[config.mk]
export PLATFORM = sky130hd
export DESIGN_NAME = mcpwm_modulator
export DESIGN_NICKNAME = d
export VERILOG_FILES = /design/src/rtl/mcpwm_pkg.sv /design/src/rtl/mcpwm_tri_counter.sv /design/src/rtl/mcpwm_mode_gate.sv /design/src/rtl/mcpwm_band_compare.sv /design/src/rtl/mcpwm_level_sum.sv /design/src/rtl/mcpwm_modulator.sv
export SDC_FILE = /design/constraint.sdc
export NUM_CORES = 1
export LEC_CHECK = 0
export ABC_AREA = 1
export BUFFER_PORTS_ARGS = -buffer_cell sky130_fd_sc_hd__buf_2
export CAP_MARGIN = 20
export CORE_MARGIN = 4
export CORE_UTILIZATION = 50
export CTS_BUF_LIST = sky130_fd_sc_hd__clkbuf_8
export DETAILED_ROUTE_END_ITERATION = 6
export PLACE_DENSITY = 0.77
export SYNTH_ARGS = -nofsm -noshare
export SYNTH_HDL_FRONTEND = slang
export SYNTH_SLANG_ARGS = --single-unit
export TNS_END_PERCENT = 10
[constraint.sdc]
create_clock -name clk -period 10.25 [get_ports clk]
set_input_delay 1.025 -clock clk [delete_from_list [all_inputs] [get_ports clk]]
set_output_delay 1.025 -clock clk [all_outputs]
set_load 0.1 [all_outputs]
[src/rtl/mcpwm_pkg.sv]
package mcpwm_pkg;

  typedef enum logic [1:0] {
    DISP_SAME  = 2'd0,
    DISP_INV   = 2'd1,
    DISP_SPLIT = 2'd2,
    DISP_ALT   = 2'd3
  } disp_e;

  // Whether band k of ncar uses the complemented counter under arrangement m.
  function automatic logic band_flipped(disp_e m, int k, int ncar);
    logic f;
    unique case (m)
      DISP_SAME:  f = 1'b0;
      DISP_INV:   f = 1'b1;
      DISP_SPLIT: f = (k < ncar / 2);
      DISP_ALT:   f = (k % 2) == 1;
      default:    f = 1'b0;
    endcase
    return f;
  endfunction

endpackage

[src/rtl/mcpwm_tri_counter.sv]
module mcpwm_tri_counter #(
  parameter int CNT_W = 5,
  parameter int DIV_W = 8
) (
  input  logic             clk,
  input  logic             rst,
  input  logic [DIV_W-1:0] div_set,
  output logic [CNT_W-1:0] tri_cnt,
  output logic             tick,
  output logic             at_min
);
  localparam logic [CNT_W-1:0] TOP_V = '1;

  logic [DIV_W-1:0] pre_cnt;
  logic             going_up;

  assign tick   = (pre_cnt >= div_set);
  assign at_min = (tri_cnt == '0);

  always_ff @(posedge clk) begin
    if (rst) begin
      pre_cnt <= '0;
    end else if (tick) begin
      pre_cnt <= '0;
    end else begin
      pre_cnt <= pre_cnt + DIV_W'(1);
    end
  end

  always_ff @(posedge clk) begin
    if (rst) begin
      tri_cnt  <= '0;
      going_up <= 1'b1;
    end else if (tick) begin
      if (going_up) begin
        if (tri_cnt == TOP_V) begin
          going_up <= 1'b0;
          tri_cnt  <= tri_cnt - CNT_W'(1);
        end else begin
          tri_cnt  <= tri_cnt + CNT_W'(1);
        end
      end else begin
        if (tri_cnt == '0) begin
          going_up <= 1'b1;
          tri_cnt  <= CNT_W'(1);
        end else begin
          tri_cnt  <= tri_cnt - CNT_W'(1);
        end
      end
    end
  end


  tri_step_chk: assert property (@(posedge clk) disable iff (rst)
    1'b1 |=> ((tri_cnt == $past(tri_cnt)) ||
              (tri_cnt == $past(tri_cnt) + CNT_W'(1)) ||
              (tri_cnt == $past(tri_cnt) - CNT_W'(1))));


  tri_gate_chk: assert property (@(posedge clk) disable iff (rst)
    !tick |=> $stable(tri_cnt));

endmodule

[src/rtl/mcpwm_mode_gate.sv]
module mcpwm_mode_gate
  import mcpwm_pkg::*;
(
  input  logic  clk,
  input  logic  rst,
  input  logic  tick,
  input  logic  at_min,
  input  disp_e mode_req,
  output disp_e mode_q
);

  always_ff @(posedge clk) begin
    if (rst) begin
      mode_q <= DISP_SAME;
    end else if (tick && at_min) begin
      mode_q <= mode_req;
    end
  end


  mode_boundary_chk: assert property (@(posedge clk) disable iff (rst)
    !$stable(mode_q) |-> ($past(tick) && $past(at_min)));

endmodule

[src/rtl/mcpwm_band_compare.sv]
module mcpwm_band_compare
  import mcpwm_pkg::*;
#(
  parameter int REF_W = 8,
  parameter int NCAR  = 8,
  parameter int CNT_W = 5
) (
  input  logic signed [REF_W-1:0] ref_q,
  input  logic        [CNT_W-1:0] tri_cnt,
  input  disp_e                   mode_q,
  output logic        [NCAR-1:0]  hit
);
  localparam int BAND_W = REF_W - CNT_W;

  for (genvar k = 0; k < NCAR; k++) begin : g_band
    localparam logic [BAND_W-1:0] BAND_TOP = BAND_W'(k ^ (NCAR / 2));
    logic                    flip;
    logic signed [REF_W-1:0] carrier;
    always_comb begin
      flip    = band_flipped(mode_q, k, NCAR);
      carrier = {BAND_TOP, (flip ? ~tri_cnt : tri_cnt)};
    end
    assign hit[k] = (ref_q > carrier);
  end

endmodule

[src/rtl/mcpwm_level_sum.sv]
module mcpwm_level_sum #(
  parameter int NCAR  = 8,
  parameter int NCELL = 4,
  parameter int LVL_W = 4
) (
  input  logic        [NCAR-1:0]  hit,
  output logic signed [LVL_W-1:0] level
);
  always_comb begin
    int cnt;
    cnt = 0;
    for (int i = 0; i < NCAR; i++) begin
      cnt += int'(hit[i]);
    end
    level = LVL_W'(cnt - NCELL);
  end
endmodule

[src/rtl/mcpwm_modulator.sv]
module mcpwm_modulator
  import mcpwm_pkg::*;
#(
  parameter int REF_W = 8,
  parameter int NCELL = 4,
  parameter int DIV_W = 8,
  localparam int NCAR   = 2 * NCELL,
  localparam int BAND_W = $clog2(NCAR),
  localparam int CNT_W  = REF_W - BAND_W,
  localparam int LVL_W  = $clog2(NCELL + 1) + 1
) (
  input  logic                    clk,
  input  logic                    rst,
  input  logic        [DIV_W-1:0] step_div,
  input  logic        [1:0]       disp_mode,
  input  logic                    ref_valid,
  output logic                    ref_ready,
  input  logic signed [REF_W-1:0] ref_sample,
  output logic        [NCAR-1:0]  cmp_bits,
  output logic signed [LVL_W-1:0] out_level
);
  localparam logic signed [REF_W-1:0] REF_MIN = {1'b1, {(REF_W-1){1'b0}}};

  logic signed [REF_W-1:0] ref_q;
  logic        [CNT_W-1:0] tri_cnt;
  logic                    tick;
  logic                    at_min;
  disp_e                   mode_q;
  logic        [NCAR-1:0]  hit;
  logic signed [LVL_W-1:0] level_c;

  assign ref_ready = 1'b1;

  always_ff @(posedge clk) begin
    if (rst) begin
      ref_q <= '0;
    end else if (ref_valid) begin
      ref_q <= ref_sample;
    end
  end

  mcpwm_tri_counter #(.CNT_W(CNT_W), .DIV_W(DIV_W)) u_tri (
    .clk(clk), .rst(rst), .div_set(step_div),
    .tri_cnt(tri_cnt), .tick(tick), .at_min(at_min)
  );

  mcpwm_mode_gate u_mode (
    .clk(clk), .rst(rst), .tick(tick), .at_min(at_min),
    .mode_req(disp_e'(disp_mode)), .mode_q(mode_q)
  );

  mcpwm_band_compare #(.REF_W(REF_W), .NCAR(NCAR), .CNT_W(CNT_W)) u_cmp (
    .ref_q(ref_q), .tri_cnt(tri_cnt), .mode_q(mode_q), .hit(hit)
  );

  mcpwm_level_sum #(.NCAR(NCAR), .NCELL(NCELL), .LVL_W(LVL_W)) u_sum (
    .hit(hit), .level(level_c)
  );

  always_ff @(posedge clk) begin
    if (rst) begin
      cmp_bits  <= '0;
      out_level <= LVL_W'(-NCELL);
    end else begin
      cmp_bits  <= hit;
      out_level <= level_c;
    end
  end


  therm_chk: assert property (@(posedge clk) disable iff (rst)
    ((cmp_bits + NCAR'(1)) & cmp_bits) == '0);


  level_match_chk: assert property (@(posedge clk) disable iff (rst)
    int'(out_level) == ($countones(cmp_bits) - NCELL));


  floor_chk: assert property (@(posedge clk) disable iff (rst)
    (ref_q == REF_MIN) |=> (int'(out_level) == -NCELL));


  ref_hold_chk: assert property (@(posedge clk) disable iff (rst)
    !ref_valid |=> $stable(ref_q));

endmodule

==> results.cfg <==
[outcome]
status = finished, final reports clean

[die]
coreArea_um2 = 5170
design.die.area_um2 = 6660
die_y_um = 81.6
die_x_um = 81.6
row_count = 26
initial_core_util_pct = 52.4
io_pins = 34

[final_layout]
final_common_cell = nand2_1
antenna_cells = 0
drive_gt1_share_pct = 15.1
area_delta_synth_final_pct = 10.5
final_cell_mix = nand2_1, inv_1, nor2_1
design_area_um2 = 3000
nets = 454

[logic_synthesis]
ys_warn_count = 0
avgSynthCellArea_um2 = 7.40
yosysSeqAreaShare_pct = 26.6
syn_inst = 366
ys_seq_elements = 36
syn-cell-area_um2 = 2710
synth_nets = 430
synthDistinctLibCells = 35

[global_route]
grt_use_total_pct = 16.7
grt_antenna_before_repair = 0
grt_overflow = 0
grt_pass1_wl_um = 8760
grt_max_degree = 21
grt_pass1_vias = 2095

[place]
placed_area_um2 = 2870
dp_hpwl_um = 4010
pre_cts_ws_ps = 5590
io_buffers = 32
routabilityCongestion = 0.855

[worst_setup_path]
r2r_cells = 20
endpoint_kind = flip-flop
r2r_slack_ps = 5560
crit_start = u_mode.mode_q[0]
startpoint_type = flip-flop
cp.arrival_ps = 4850
cp_max_fo = 9
reg2reg_from = u_mode.mode_q[0]
path_class = flip-flop to flip-flop
r2r-end = out_level[2]
crit_required_ps = 10410

[route]
drt-total-wl_um = 5100
vias = 2223
drcViolationCount = 0
first_iter_violations = 91
antenna_left = 0
dr.pass1.iters = 4
wl_per_cell_um = 11.1
vias_per_cell = 4.82

[timing]
rsz0062_at_grt = no
hold_viol = 0
maxSlewHeadroom_pct = 59.5
layout_setup_ws_ps = 5560
drv_slew = 0
finalCriticalPeriod_ps = 4690
fin_worst_skew_ps = 4.35
tns_ps = 0
tightest_slew_ps = 607
fmax_mhz = 213
setup_viol = 0
timing.final.crit_share_pct = 45.7

[power_and_ir_drop]
p_total_uw = 457
p_leak_uw = 0.00148
vdd.ir_drop.worst_uv = 78.1
power_density_nw_per_um2 = 153

[clocking]
postCtsSetupRepairBufs = 0
clock-sinks = 36
cts_resized = 0
tritoncts = built
clkTransAtPathRegs_ps = 70
ctsHoldBuffers = 0
cts_buffers = 5
root_buffer = clkbuf_8
clk_latency_ps = 290
ctsLongestPathBuffers = 2
htree_levels = 2

[run]
cap_violations = 0

[worst_hold_path]
hp-start = u_tri.pre_cnt[0]
hold_end = u_tri.pre_cnt[0]
hp-class = flip-flop to flip-flop
worstHoldPathCells = 1
==> layout make-up <==
type / instances / area, µm²
Tap cell: 70 / 87.6
Timing Repair Buffer: 32 / 160
Clock buffer: 7 / 96.3
Multi-Input combinational cell: 258 / 1680
Clock inverter: 1 / 30.0
Sequential cell: 36 / 721
Fill cell: 477 / 2180
Inverter: 57 / 216
==> worst max-delay path, cell delays in order, from the launching register on <==
cell	delay, ps
dfxtp_1	540
inv_1	90
ha_1	410
xnor2_1	160
ha_1	320
a21oi_1	170
o21ai_0	140
nand2_1	90
nand4_1	80
nand2_1	120
inv_1	50
ha_1	270
inv_1	50
fa_1	470
inv_1	50
fa_1	480
inv_1	50
fa_1	420
fa_1	400
xnor2_1	170
nand2_1	60
==> synthesized netlist by cell type <==
cell type | instances | area, µm²
nor2_1 | 50 | 188
buf_4 | 2 | 15.0
nand3b_1 | 2 | 15.0
xor2_1 | 11 | 96.3
nand4_1 | 6 | 37.5
nor2_2 | 4 | 25.0
nand2_2 | 2 | 12.5
ha_1 | 38 | 475
o21ai_1 | 1 | 5.00
buf_6 | 3 | 33.8
o31a_2 | 1 | 10.0
clkbuf_1 | 8 | 30.0
a21oi_2 | 1 | 8.76
xnor2_1 | 15 | 131
or2_1 | 1 | 6.26
inv_2 | 6 | 22.5
o22ai_1 | 1 | 6.26
fa_1 | 5 | 100
nand2_4 | 1 | 11.3
conb_1 | 1 | 3.75
o21a_1 | 1 | 7.51
buf_2 | 2 | 10.0
a21oi_1 | 20 | 100
o21ai_0 | 18 | 90.1
nor3b_1 | 1 | 7.51
nand4_4 | 1 | 21.3
nor2_4 | 1 | 11.3
nand2_1 | 59 | 221
dfxtp_1 | 36 | 721
o211ai_1 | 1 | 7.51
nor3_1 | 3 | 15.0
inv_4 | 1 | 6.26
nor3_2 | 1 | 10.0
nand3_1 | 12 | 60.1
inv_1 | 50 | 188
==> metrics by stage <==
stage                     hold WS (ps)  std cells  utilization (%)
after global routing               485        461             57.9
after global placement             448        453             55.5
after floorplan                    430        366                -
final                              468        461             57.9
after detailed placement           452        453             55.5
after CTS                          469        461             57.9
==> cell families after synthesis <==
group | after synthesis | synth area share, %
adder cells (fa/ha/maj) | 43 | 21.2
XOR/XNOR | 26 | 8.40
buffers and inverters | 72 | 11.3
other | 1 | 0.138
AND/OR/NAND/NOR | 144 | 23.7
flip-flops | 36 | 26.6
AO/OA/AOI/OAI | 44 | 8.68
==> report_power, final <==
part / total [µW] / switching, µW / leakage (µW) / internal, µW
logic: 161 / 118 / 0.00112 / 43.1
clock network: 137 / 51.0 / 0.0000645 / 85.8
registers: 160 / 7.53 / 0.000296 / 152
==> how the worst max path moves through the flow <==
stage | slack, ps | end | cells after the start
2_1_floorplan | 5750 | out_level[2] | 22
3_3_place_gp | 5800 | out_level[2] | 20
3_5_place_dp | 5590 | out_level[2] | 20
4_1_cts | 5510 | out_level[2] | 20
5_1_grt | 5260 | out_level[2] | 20
6_report | 5560 | out_level[2] | 20
==> registers in the layout, indices dropped and copies added (netlist names) <==
| signal | cells |
|---|---|
| cmp_bits | 8 |
| ref_q | 8 |
| u_tri.pre_cnt | 8 |
| u_tri.tri_cnt | 5 |
| out_level | 4 |
| u_mode.mode_q | 2 |
| u_tri.going_up | 1 |
==> routing by layer <==
layer	wire length, µm	part of all wire [%]	global-route usage, %	up-vias
li1	-	-	-	1196
met1	2500	49	21.2	991
met2	2350	46	28.3	29
met3	173	3.4	3.29	7
met4	81	1.6	5.65	0
met5	0	0	0	-
(Power assumes the default switching activity.)
